$ cat src/rtl/sr_pkg.sv
package sr_pkg;
  localparam int STAT_W    = 8;
  localparam int WIP_POS   = 0;
  localparam int WEL_POS   = 1;
  localparam int EFAIL_POS = 5;
  localparam int PFAIL_POS = 6;

  typedef enum logic [1:0] {
    CMD_NONE  = 2'd0,
    CMD_CLEAR = 2'd1,
    CMD_WREN  = 2'd2,
    CMD_WRDI  = 2'd3
  } cmd_kind_e;

  typedef struct packed {
    logic pfail;
    logic efail;
    logic wel;
    logic wip;
  } stat_bits_t;

  // Build the read-back byte from individual bits.
  function automatic logic [STAT_W-1:0] pack_status(input stat_bits_t s);
    logic [STAT_W-1:0] b;
    b            = '0;
    b[WIP_POS]   = s.wip;
    b[WEL_POS]   = s.wel;
    b[EFAIL_POS] = s.efail;
    b[PFAIL_POS] = s.pfail;
    return b;
  endfunction

  // Sticky flag update: a set outranks a clear.
  function automatic logic flag_next(input logic cur, input logic set, input logic clr);
    return set | (cur & ~clr);
  endfunction

  // Busy is reported while an engine runs or a failure is latched.
  function automatic logic busy_view(input logic eng, input logic ef, input logic pf);
    return eng | ef | pf;
  endfunction
endpackage

$ cat src/rtl/sr_bit_shifter.sv
module sr_bit_shifter #(
  parameter int CMD_BITS = 8,
  parameter int CNT_W    = $clog2(CMD_BITS + 2)
) (
  input  logic                clk,
  input  logic                rst_n,
  input  logic                cs_n,
  input  logic                bit_valid,
  input  logic                bit_data,
  output logic [CMD_BITS-1:0] shift_q,
  output logic [CNT_W-1:0]    cnt_q
);
  localparam logic [CNT_W-1:0] CNT_MAX = {CNT_W{1'b1}};

  always_ff @(posedge clk or negedge rst_n) begin
    if (!rst_n) begin
      shift_q <= '0;
      cnt_q   <= '0;
    end else if (cs_n) begin
      shift_q <= '0;
      cnt_q   <= '0;
    end else if (bit_valid) begin
      shift_q <= {shift_q[CMD_BITS-2:0], bit_data};
      if (cnt_q != CNT_MAX) cnt_q <= cnt_q + 1'b1;
    end
  end
endmodule

$ cat src/rtl/sr_cmd_decode.sv
module sr_cmd_decode
  import sr_pkg::*;
#(
  parameter int               CMD_BITS = 8,
  parameter int               CNT_W    = $clog2(CMD_BITS + 2),
  parameter logic [CMD_BITS-1:0] OP_CLEAR = 8'h30,
  parameter logic [CMD_BITS-1:0] OP_WREN  = 8'h06,
  parameter logic [CMD_BITS-1:0] OP_WRDI  = 8'h04
) (
  input  logic                clk,
  input  logic                rst_n,
  input  logic                cs_n,
  input  logic [CMD_BITS-1:0] shift_q,
  input  logic [CNT_W-1:0]    cnt_q,
  output logic                cs_rise,
  output logic                frame_ok,
  output logic                clr_stb,
  output logic                wren_stb,
  output logic                wrdi_stb
);
  logic      cs_q;
  cmd_kind_e kind;

  assign cs_rise  = cs_n & ~cs_q;
  assign frame_ok = cs_rise && (cnt_q == CNT_W'(CMD_BITS));

  always_comb begin
    kind = CMD_NONE;
    if (frame_ok) begin
      if (shift_q == OP_CLEAR)     kind = CMD_CLEAR;
      else if (shift_q == OP_WREN) kind = CMD_WREN;
      else if (shift_q == OP_WRDI) kind = CMD_WRDI;
    end
  end

  always_ff @(posedge clk or negedge rst_n) begin
    if (!rst_n) begin
      cs_q     <= 1'b1;
      clr_stb  <= 1'b0;
      wren_stb <= 1'b0;
      wrdi_stb <= 1'b0;
    end else begin
      cs_q     <= cs_n;
      clr_stb  <= (kind == CMD_CLEAR);
      wren_stb <= (kind == CMD_WREN);
      wrdi_stb <= (kind == CMD_WRDI);
    end
  end
endmodule

$ cat src/rtl/sr_flag_bank.sv
module sr_flag_bank
  import sr_pkg::*;
(
  input  logic clk,
  input  logic rst_n,
  input  logic clr_stb,
  input  logic wren_stb,
  input  logic wrdi_stb,
  input  logic efail_set,
  input  logic pfail_set,
  input  logic engine_busy,
  output stat_bits_t bits
);
  logic efail_q, pfail_q, wel_q;

  always_ff @(posedge clk or negedge rst_n) begin
    if (!rst_n) begin
      efail_q <= 1'b0;
      pfail_q <= 1'b0;
      wel_q   <= 1'b0;
    end else begin
      efail_q <= flag_next(efail_q, efail_set, clr_stb);
      pfail_q <= flag_next(pfail_q, pfail_set, clr_stb);
      if (wren_stb)      wel_q <= 1'b1;
      else if (wrdi_stb) wel_q <= 1'b0;
    end
  end

  always_comb begin
    bits.efail = efail_q;
    bits.pfail = pfail_q;
    bits.wel   = wel_q;
    bits.wip   = busy_view(engine_busy, efail_q, pfail_q);
  end
endmodule

$ cat src/rtl/sr_clear_ctrl.sv
module sr_clear_ctrl
  import sr_pkg::*;
#(
  parameter int CMD_BITS = 8,
  parameter logic [CMD_BITS-1:0] OP_CLEAR = 8'h30,
  parameter logic [CMD_BITS-1:0] OP_WREN  = 8'h06,
  parameter logic [CMD_BITS-1:0] OP_WRDI  = 8'h04
) (
  input  logic              clk,
  input  logic              rst_n,
  input  logic              cs_n,
  input  logic              bit_valid,
  input  logic              bit_data,
  input  logic              engine_busy,
  input  logic              erase_fail_set,
  input  logic              prog_fail_set,
  output logic [STAT_W-1:0] status_byte
);
  localparam int CNT_W = $clog2(CMD_BITS + 2);

  logic [CMD_BITS-1:0] shift_q;
  logic [CNT_W-1:0]    cnt_q;
  logic                cs_rise, frame_ok;
  logic                clr_stb, wren_stb, wrdi_stb;
  stat_bits_t          bits;

  sr_bit_shifter #(.CMD_BITS(CMD_BITS), .CNT_W(CNT_W)) u_shift (
    .clk(clk), .rst_n(rst_n), .cs_n(cs_n),
    .bit_valid(bit_valid), .bit_data(bit_data),
    .shift_q(shift_q), .cnt_q(cnt_q)
  );

  sr_cmd_decode #(
    .CMD_BITS(CMD_BITS), .CNT_W(CNT_W),
    .OP_CLEAR(OP_CLEAR), .OP_WREN(OP_WREN), .OP_WRDI(OP_WRDI)
  ) u_dec (
    .clk(clk), .rst_n(rst_n), .cs_n(cs_n),
    .shift_q(shift_q), .cnt_q(cnt_q),
    .cs_rise(cs_rise), .frame_ok(frame_ok),
    .clr_stb(clr_stb), .wren_stb(wren_stb), .wrdi_stb(wrdi_stb)
  );

  sr_flag_bank u_flags (
    .clk(clk), .rst_n(rst_n),
    .clr_stb(clr_stb), .wren_stb(wren_stb), .wrdi_stb(wrdi_stb),
    .efail_set(erase_fail_set), .pfail_set(prog_fail_set),
    .engine_busy(engine_busy), .bits(bits)
  );

  assign status_byte = pack_status(bits);
endmodule

$ cat config.mk
export PLATFORM = sky130hd
export DESIGN_NAME = sr_clear_ctrl
export DESIGN_NICKNAME = d
export VERILOG_FILES = /design/src/rtl/sr_pkg.sv /design/src/rtl/sr_bit_shifter.sv /design/src/rtl/sr_cmd_decode.sv /design/src/rtl/sr_flag_bank.sv /design/src/rtl/sr_clear_ctrl.sv
export SDC_FILE = /design/constraint.sdc
export NUM_CORES = 1
export LEC_CHECK = 0
export BUFFER_PORTS_ARGS = -buffer_cell sky130_fd_sc_hd__buf_2
export CORE_MARGIN = 2
export CORE_UTILIZATION = 53
export CTS_CLUSTER_SIZE = 24
export DETAILED_ROUTE_END_ITERATION = 6
export GPL_ROUTABILITY_DRIVEN = 0
export PLACE_DENSITY_LB_ADDON = 0.05
export SETUP_SLACK_MARGIN = 0.02
export SYNTH_ARGS = -nofsm -noshare
export SYNTH_HDL_FRONTEND = slang
export SYNTH_HIERARCHICAL = 1
export SYNTH_SLANG_ARGS = --single-unit
$ cat constraint.sdc
create_clock -name clk -period 1.41 [get_ports clk]
set_input_delay 0.0705 -clock clk [delete_from_list [all_inputs] [get_ports clk]]
set_output_delay 0.0705 -clock clk [all_outputs]
set_load 0.01 [all_outputs]
Word-level counts from Yosys, hierarchy flattened
Cells that the tools add are included.

word-level totals
  register bits after elaboration = 19
  input port bits = 8
  output and inout bits = 8
  word-level logic and storage cells = 43

cells by class
  add/sub/neg operators = 1
  equal/unequal tests = 8
  mux-type cells = 11
  bitwise gates (word level) = 9
  reduce and logical (&&, ||, !) cells = 5

operator list
  kind                                                             count
  8-bit by 3-bit == test with 1-bit output, second input constant  2
  8-bit two-way mux                                                2
  4-bit two-way mux                                                3
  8-bit by 6-bit == test with 1-bit output, second input constant  1
  2-bit two-way mux                                                4
  2-bit nonzero test                                               3
  4-bit by 1-bit adder with 4-bit output, second input constant    1
  2-bit == test, second input constant                             2
  4-bit == test, second input constant                             1
  4-bit inequality test, second input constant                     1
  1-bit OR                                                         4
  1-bit bitwise AND                                                3
  2-bit by 1-bit == test with 1-bit output, second input constant  1
  1-bit two-way mux                                                2
  1-bit NOT                                                        2
  2-bit AND reduction                                              1
  1-bit logical AND                                                1

Logic depth before layout (Yosys ltp)
Gate-level depths: netlist of the first run.

  depth in word-level cells = 6
  depth in mapped cells = 3
  gate-level depth less buffers = 3

Cells and area by module
Netlist of the first run, hierarchy kept.

by module, submodules not included
  module          instances  cells each  area each (um^2)  seq. area each (um^2)
  sr_bit_shifter  1          46          559.3             300.3
  sr_cmd_decode   1          17          190.2             101.3
  sr_flag_bank    1          12          135.1             75.1
  sr_clear_ctrl   1          5           33.8              0.0

Least setup slack after synthesis of the first run
No wires, ideal clock.

  path type = register -> register
  from = register u_shift.cnt_q[0]
  to = register u_shift.cnt_q[0]
  library setup time = 125 ps
  data arrival time = 1116 ps
  required time = 1285 ps
  path slack = 168 ps
  cell stages (with the launch flop) = 4
  buffers on the path = 0
  period minus slack after synthesis = 1242 ps
  cells stage by stage = dfrtp_1 ha_1 a31oi_4 mux2_4

on the way
  longest elaborated chain between the ends = 4
  elaborated cells between the ends (all ways) = 7
  classes of those cells = add/sub: 1; eq/ne: 1; mux: 3; reduce/logical: 2

ends and longest elaborated chain
  item                                    line                  text
  start, declared                         sr_bit_shifter.sv:11  output logic [CNT_W-1:0] cnt_q
  start signal, assigned                  sr_bit_shifter.sv:24  if (cnt_q != CNT_MAX) cnt_q <= cnt_q + 1'b1;
  4-bit by 1-bit adder with 4-bit output  sr_bit_shifter.sv:24
  4-bit two-way mux                       sr_bit_shifter.sv:24
  4-bit two-way mux                       sr_bit_shifter.sv:22  end else if (bit_valid) begin
  4-bit two-way mux                       sr_bit_shifter.sv:19  end else if (cs_n) begin

Several ways; a longest one is shown, not always the timed one. The select of a mux whose other input is x is not followed.
A chain may end at the register's enable or synchronous reset.

Worst setup path after layout of the first run
Ends and elaborated chain as after synthesis.

==> out/results.tsv, run 1 <==
metric	value	unit
outcome	complete, no violations	
fin_crit	1.32	ns
drive_gt1_share	26.9	%
cts_sinks	19	
clk_pin_slew_worst_paths	0.09	ns
slew_violations	0	
final.setup.tns	0	ns
setup_viol	0	
max-cap-violations	0	
grt_overflow	0	
ant_nets	0	
min_from	bit_data	
worstSetupPathType	register to register	
antenna_found_initial	0	
r2r_cells	3	
pre_cts_slack	0.102	ns
power_leakage	0.472	nW
fin_crit_sh	93.9	%
grt_util_all_layers	16.3	%
finish.net_count	103	
powerDensity	910	nW/um^2
min_path_cells	3	
io_buffers	11	
drc	0	
core	1670	sq um
critPathCaptureType	register	
initial_core_util	54.8	%
drt_wl_total	1400	um
numCtsBuffers	3	
finClkSkew	0.00268	ns
die_w	45.5	um
cp_max_fo	5	
yosysWarnings	6	
cts-root-buf	clkbuf_4	
r2r-end	u_shift/cnt_q[0]$_DFFE_PN0P_	
r2r_setup_slack	0.09	ns
diodes	0	
cts_tree	yes	
final-hold-violation-count	0	
syn-cell-area	915	sq um
clock_latency	0.29	ns
cts_max_path_buffers	2	
routed_via_density	5.09	
drt_first_pass_iters	4	
area_growth	10.1	%
setup_ws	0.0856	ns
required	1.59	ns
syn_inst	79	
syn_avg_cell_area	11.6	sq um
routed-via-count	560	
die_area	2070	sq um
grt_pass1_vias	516	
arrival	1.51	ns
n_fill_cell	140	
ir_drop	641	uV
drt_iter0_markers	5	
timing.rr.start	u_shift/cnt_q[0]$_DFFE_PN0P_	
clock.fmax	0.755	GHz
critPathLaunchType	register	
dieHeight	45.5	um
dp_hpwl	937	um
min_path_type	primary input to register	
htreeDepth	1	
min_to	u_shift/shift_q[0]$_DFFE_PN0P_	
grt_max_degree	20	
ios	16	
routedWlPerCell	12.7	um
rows	15	
grt_pass1_wl	2330	um
rsz0062_at_grt	no	
==> flip-flops by register name, summed over array words and instances (netlist names) <==
signal	count
u_dec/clr_stb	1
u_dec/cs_q	1
u_dec/wrdi_stb	1
u_dec/wren_stb	1
u_flags/efail_q	1
u_flags/pfail_q	1
u_flags/wel_q	1
u_shift/cnt_q	4
u_shift/shift_q	8
==> worst max-delay path by stage <==
stage | from | end | slack (ns)
floorplan | u_shift/cnt_q[0]$_DFFE_PN0P_ | u_shift/cnt_q[0]$_DFFE_PN0P_ | 0.17
global placement | u_shift/cnt_q[0]$_DFFE_PN0P_ | u_shift/cnt_q[0]$_DFFE_PN0P_ | 0.14
detailed placement | u_shift/cnt_q[0]$_DFFE_PN0P_ | u_shift/cnt_q[0]$_DFFE_PN0P_ | 0.10
CTS | u_shift/cnt_q[0]$_DFFE_PN0P_ | u_shift/cnt_q[0]$_DFFE_PN0P_ | 0.09
global route | u_shift/cnt_q[0]$_DFFE_PN0P_ | u_shift/cnt_q[0]$_DFFE_PN0P_ | 0.04
finish | u_shift/cnt_q[0]$_DFFE_PN0P_ | u_shift/cnt_q[0]$_DFFE_PN0P_ | 0.09
==> routing by layer <==
| metal | global-route usage (%) | wire length [um] | vias up |
|---|---|---|---|
| met3 | 5.95 | 62 | 2 |
| met5 | 0 | 0 | - |
| met4 | 5.29 | 11 | 0 |
| met1 | 20.6 | 717 | 258 |
| li1 | - | - | 286 |
| met2 | 25.9 | 608 | 14 |
==> repair_timing <==
action | CTS | global route
hold buffers | 4 | 0
resized for setup | 0 | 0
buffers inserted | 0 | 0
endpoints found under the hold margin | 21 | 0
==> worst max-delay path, stage by stage (launching register included) <==
cell and delay [ns]:
dfrtp_1 0.43, ha_1 0.29, a31oi_4 0.19, mux2_4 0.31
==> power breakdown <==
| part | leakage [nW] | internal [mW] | total, mW | switching, mW |
|---|---|---|---|---|
| Sequential | 0.249 | 0.556 | 0.567 | 0.0115 |
| Combinational | 0.208 | 0.0403 | 0.0883 | 0.0480 |
| Clock | 0.0150 | 0.110 | 0.261 | 0.150 |
| Total | 0.472 | 0.706 | 0.916 | 0.210 |
==> placed cells by master, fill, tap and decap left out, drive strengths merged <==
cell type and n:
nor2b 2, or4 1, mux2 1, nand2b 2, a21o 3, inv 4, clkbuf 4, ha 1
nor4b 1, or3 1, nor3 5, nand3b 1, nor2 11, a21oi 1, nand2 1, dfrtp 18
nand3 2, mux2i 9, buf 12, dlygate4sd3 4, nand4 1, and4b 1, dfstp 1, a31oi 1
a211oi 1, conb 4
==> layout make-up <==
cell class,instances,area [sq um],area share [%]
Multi-Input combinational cell,50,365,36.3
Clock buffer,4,26.3,2.61
Timing Repair Buffer,16,103,10.2
Sequential cell,19,477,47.3
Inverter,4,15.0,1.49
Tap cell,17,21.3,2.11
==> stage by stage <==
stage | std cells | hold slack (ns) | total power [mW] | utilization (%) | instance area [sq um]
after floorplan | 82 | -0.225 | 0.635 | - | 926
after global placement | 102 | 0.0302 | 0.655 | 56.3 | 941
after detailed placement | 102 | 0.0253 | 0.657 | 56.3 | 941
after CTS | 110 | 0.0480 | 0.933 | 60.3 | 1010
after global routing | 110 | 0.0830 | 0.965 | 60.3 | 1010
final | 110 | 0.0500 | 0.916 | 60.3 | 1010
(Power assumes the default switching activity.)
==> run 2, diff against run 1 <==
--- a/config.mk
+++ b/config.mk
@@ -14,2 +14,3 @@
 export PLACE_DENSITY_LB_ADDON = 0.05
+export REMOVE_ABC_BUFFERS = 1
 export SETUP_SLACK_MARGIN = 0.02
--- a/constraint.sdc
+++ b/constraint.sdc
@@ -3,2 +3,2 @@
 set_output_delay 0.0705 -clock clk [all_outputs]
-set_load 0.01 [all_outputs]
+set_load 0.1 [all_outputs]
==> out/results.tsv, run 2 (same netlist as run 1, synthesis figures left out) <==
metric	value	unit
outcome	complete, no violations	
power_leakage	0.476	nW
r2r_setup_slack	0.08	ns
reg_top3	u_shift/shift_q x8, u_shift/cnt_q x4	
drt_wl_total	1350	um
io_buffers	11	
mostFrequentLayoutCells	dfrtp_1, nor2_1, buf_2, mux2i_1	
drt_first_pass_iters	4	
diodes	0	
area_growth	10.8	%
required	1.34	ns
cts-root-buf	clkbuf_4	
routed_via_density	5.23	
critPathCaptureType	output port	
finish.net_count	103	
setup_ws	0.0629	ns
drc	0	
min_path_type	primary input to register	
die_area	2070	sq um
cts_max_path_buffers	2	
layout_commonest_cell	dfrtp_1	
die_w	45.5	um
pre_cts_slack	0.103	ns
grt_util_all_layers	15.1	%
holdWs	0.0509	ns
cp_max_fo	3	
ant_nets	0	
top_register	u_shift/shift_q	
fin_crit_sh	95.5	%
slew_violations	0	
ir_drop	522	uV
grt_pass1_wl	2220	um
finClkSkew	0.00349	ns
cts_sinks	19	
grt_pass1_vias	524	
rows	15	
max-cap-violations	0	
rsz0062_at_grt	no	
dieHeight	45.5	um
grt_max_degree	20	
numCtsBuffers	3	
drt_iter0_markers	9	
cts_setup_buffers	0	
grt_overflow	0	
core	1670	sq um
ios	16	
dp_hpwl	951	um
clk_pin_slew_worst_paths	0.10	ns
routedWlPerCell	12.3	um
critPathLaunchType	register	
setup_viol	0	
initial_core_util	54.8	%
powerDensity	942	nW/um^2
final-hold-violation-count	0	
routed-via-count	575	
largest_reg_flops	8	
htreeDepth	1	
final.setup.tns	0	ns
worstSetupPathType	register to output port	
fin_crit	1.35	ns
antenna_found_initial	0	
clock_latency	0.28	ns
arrival	1.28	ns
cts_tree	yes	
clock.fmax	0.742	GHz
drive_gt1_share	26.9	%
==> run 2: cell type report <==
| cell class | count | area [sq um] |
|---|---|---|
| fillers | 144 | 657 |
| flip-flops and latches | 19 | 477 |
| multi-input cells | 50 | 365 |
| repair buffers | 16 | 109 |
| clock buffers | 4 | 26.3 |
| well taps | 17 | 21.3 |
| inverters | 4 | 15.0 |
==> run 2: stage by stage <==
step,util [%],cells,instance area [sq um],power [mW]
after detailed placement,56.3,102,941,0.698
after CTS,60.4,110,1010,0.972
after global routing,60.7,110,1010,1.00
after global placement,56.3,102,941,0.696
after floorplan,-,73,857,0.656
final,60.7,110,1010,0.954
==> run 2: path summary, 6_finish.rpt <==
kind                                                        to  cells after the start                    startpoint
min in group asynchronous            u_flags/wel_q$_DFFE_PN0P_                      2                         rst_n
worst min register to register       u_flags/wel_q$_DFFE_PN0P_                      1      u_dec/wren_stb$_DFF_PN0_
max in group asynchronous                 u_dec/cs_q$_DFF_PN1_                      2                         rst_n
worst max-delay path                            status_byte[0]                      2     u_flags/pfail_q$_DFF_PN0_
worst max register to register    u_shift/cnt_q[0]$_DFFE_PN0P_                      3  u_shift/cnt_q[0]$_DFFE_PN0P_
worst min-delay path            u_shift/shift_q[0]$_DFFE_PN0P_                      3                      bit_data
==> run 2: power by group <==
group,leakage (nW),internal (mW),switching [mW],total (mW)
Clock,0.0150,0.110,0.150,0.260
Combinational,0.212,0.0401,0.0878,0.128
Sequential,0.249,0.556,0.0109,0.567
==> run 2: worst max-delay path, stage by stage, from the launching register on <==
cell and delay [ns]:
dfrtp_1 0.41, or3_1 0.39, buf_6 0.20
==> run 2: layer usage <==
metal	GRT usage (%)	share of wire [%]	vias to the layer above
li1	-	-	288
met1	20.5	47	266
met3	2.38	5.0	2
met5	0	0	-
met2	22.5	46	19
met4	8.82	1.3	0
==> run 2: timing repair <==
item,in CTS,in global routing
hold endpoints to repair,21,0
hold buffers,4,0
cloned,0,0
resized for setup,1,1
endpoints found under the setup margin,1,1
==> run 3, diff against run 2 <==
Settings changed: CELL_PAD_IN_SITES_DETAIL_PLACEMENT set to 0, CELL_PAD_IN_SITES_GLOBAL_PLACEMENT set to 1, CORE_UTILIZATION 53 to 42.
==> out/results.tsv, run 3 (same netlist as run 1, synthesis figures left out) <==
metric	value	unit
outcome	complete, no violations	
layout_commonest_cell	dfrtp_1	
ios	16	
grt_overflow	0	
switching_power	0.264	mW
diodes	0	
pwr-share-clk	28.1	%
holdWs	0.0218	ns
ant_nets	0	
fin_crit	1.34	ns
drive_gt1_share	29.0	%
numCtsBuffers	3	
combPwrFrac	13.2	%
grt_pass1_wl	2450	um
design_area	1040	sq um
top_register	u_shift/shift_q	
powerDensity	927	nW/um^2
drt_first_pass_iters	4	
clock_latency	0.29	ns
arrival	1.52	ns
cts_sinks	19	
p_total	0.965	mW
reg_top3	u_shift/shift_q x8, u_shift/cnt_q x4	
largest_reg_flops	8	
drt_wl_total	1430	um
ir_drop	521	uV
final-hold-violation-count	0	
pre_cts_slack	0.0980	ns
critPathCaptureType	register	
cts_tree	yes	
grt_max_degree	20	
io_buffers	11	
place_area	953	sq um
antenna_found_initial	0	
htreeDepth	1	
cts_max_path_buffers	2	
instances_no_fill	120	
die_area	2570	sq um
cp_max_fo	5	
core	2000	sq um
max-cap-violations	0	
dp_hpwl	989	um
fin_crit_sh	95.1	%
drt_iter0_markers	4	
finish.net_count	103	
die_w	50.7	um
place_inst	112	
cts-root-buf	clkbuf_4	
clk_pin_slew_worst_paths	0.10	ns
critPathLaunchType	register	
dieHeight	50.7	um
grt_pass1_vias	553	
rsz0062_at_grt	no	
mostFrequentLayoutCells	dfrtp_1, nor2_1, buf_2, mux2i_1	
power.share.sequential	58.7	%
final.setup.tns	0	ns
cts_setup_buffers	0	
area_growth	13.8	%
slew_violations	0	
routed-via-count	559	
required	1.59	ns
drc	0	
rows	16	
n_fill_cell	202	
routedWlPerCell	11.9	um
min_path_type	primary input to register	
sw_frac_of_total	27.4	%
routed_via_density	4.66	
grt_util_all_layers	12.8	%
p_int	0.701	mW
setup_viol	0	
worstSetupPathType	register to register	
setup_ws	0.0688	ns
initial_core_util	45.7	%
clock.fmax	0.746	GHz
power_leakage	0.485	nW
finClkSkew	0.00512	ns
utilization	52.0	%
==> run 3: cell types whose count changed in the layout (fill, tap and decap cells not counted), sizes merged <==
cell | previous run | this run
clkinv | 0 | 1
clkbuf | 4 | 3
==> run 3: worst paths after layout <==
| check | start | to | slack (ns) | cells past startpoint |
|---|---|---|---|---|
| setup / recovery | u_shift/cnt_q[0]$_DFFE_PN0P_ | u_shift/cnt_q[0]$_DFFE_PN0P_ | 0.07 | 3 |
| hold reg to reg | u_dec/wren_stb$_DFF_PN0_ | u_flags/wel_q$_DFFE_PN0P_ | 0.45 | 1 |
| min in group asynchronous | rst_n | u_flags/pfail_q$_DFF_PN0_ | 0.24 | 2 |
| max in group asynchronous | rst_n | u_dec/cs_q$_DFF_PN1_ | 0.83 | 2 |
| hold / removal | bit_data | u_shift/shift_q[0]$_DFFE_PN0P_ | 0.02 | 3 |
| setup reg to reg | u_shift/cnt_q[0]$_DFFE_PN0P_ | u_shift/cnt_q[0]$_DFFE_PN0P_ | 0.07 | 3 |
==> run 3: final cells by class <==
cell class	count	area (sq um)	area share, %
Inverter	4	15.0	1.44
Timing Repair Buffer	16	118	11.3
Sequential cell	19	477	45.8
Clock buffer	3	22.5	2.16
Clock inverter	1	5.00	0.481
Multi-Input combinational cell	50	370	35.6
Tap cell	27	33.8	3.25
==> run 3: power by group through the flow <==
stage / sequential [mW] / clock [mW] / combinational (mW)
finish: 0.566 / 0.271 / 0.128
global route: 0.569 / 0.309 / 0.138
CTS: 0.567 / 0.285 / 0.130
detailed placement: 0.577 / 0 / 0.121
global placement: 0.576 / 0 / 0.120
floorplan: 0.575 / 0 / 0.0817
==> run 3: critical path, stage by stage (launching register included) <==
cell	delay [ns]
dfrtp_1	0.44
ha_1	0.28
a31oi_4	0.20
mux2_4	0.32
==> run 3: timing repair <==
action,in CTS,in global routing
setup endpoints to repair,1,1
pin swaps,0,1
hold buffers,4,0
gates resized for setup,2,3
endpoints found under the hold margin,21,0
==> run 3: routing by layer <==
layer / global-route usage (%) / vias to the layer above / wire, um
met5: 0 / - / 0
met4: 5.41 / 0 / 0
met3: 3.57 / 0 / 62
met2: 20.2 / 12 / 659
met1: 16.4 / 263 / 709
li1: - / 284 / -
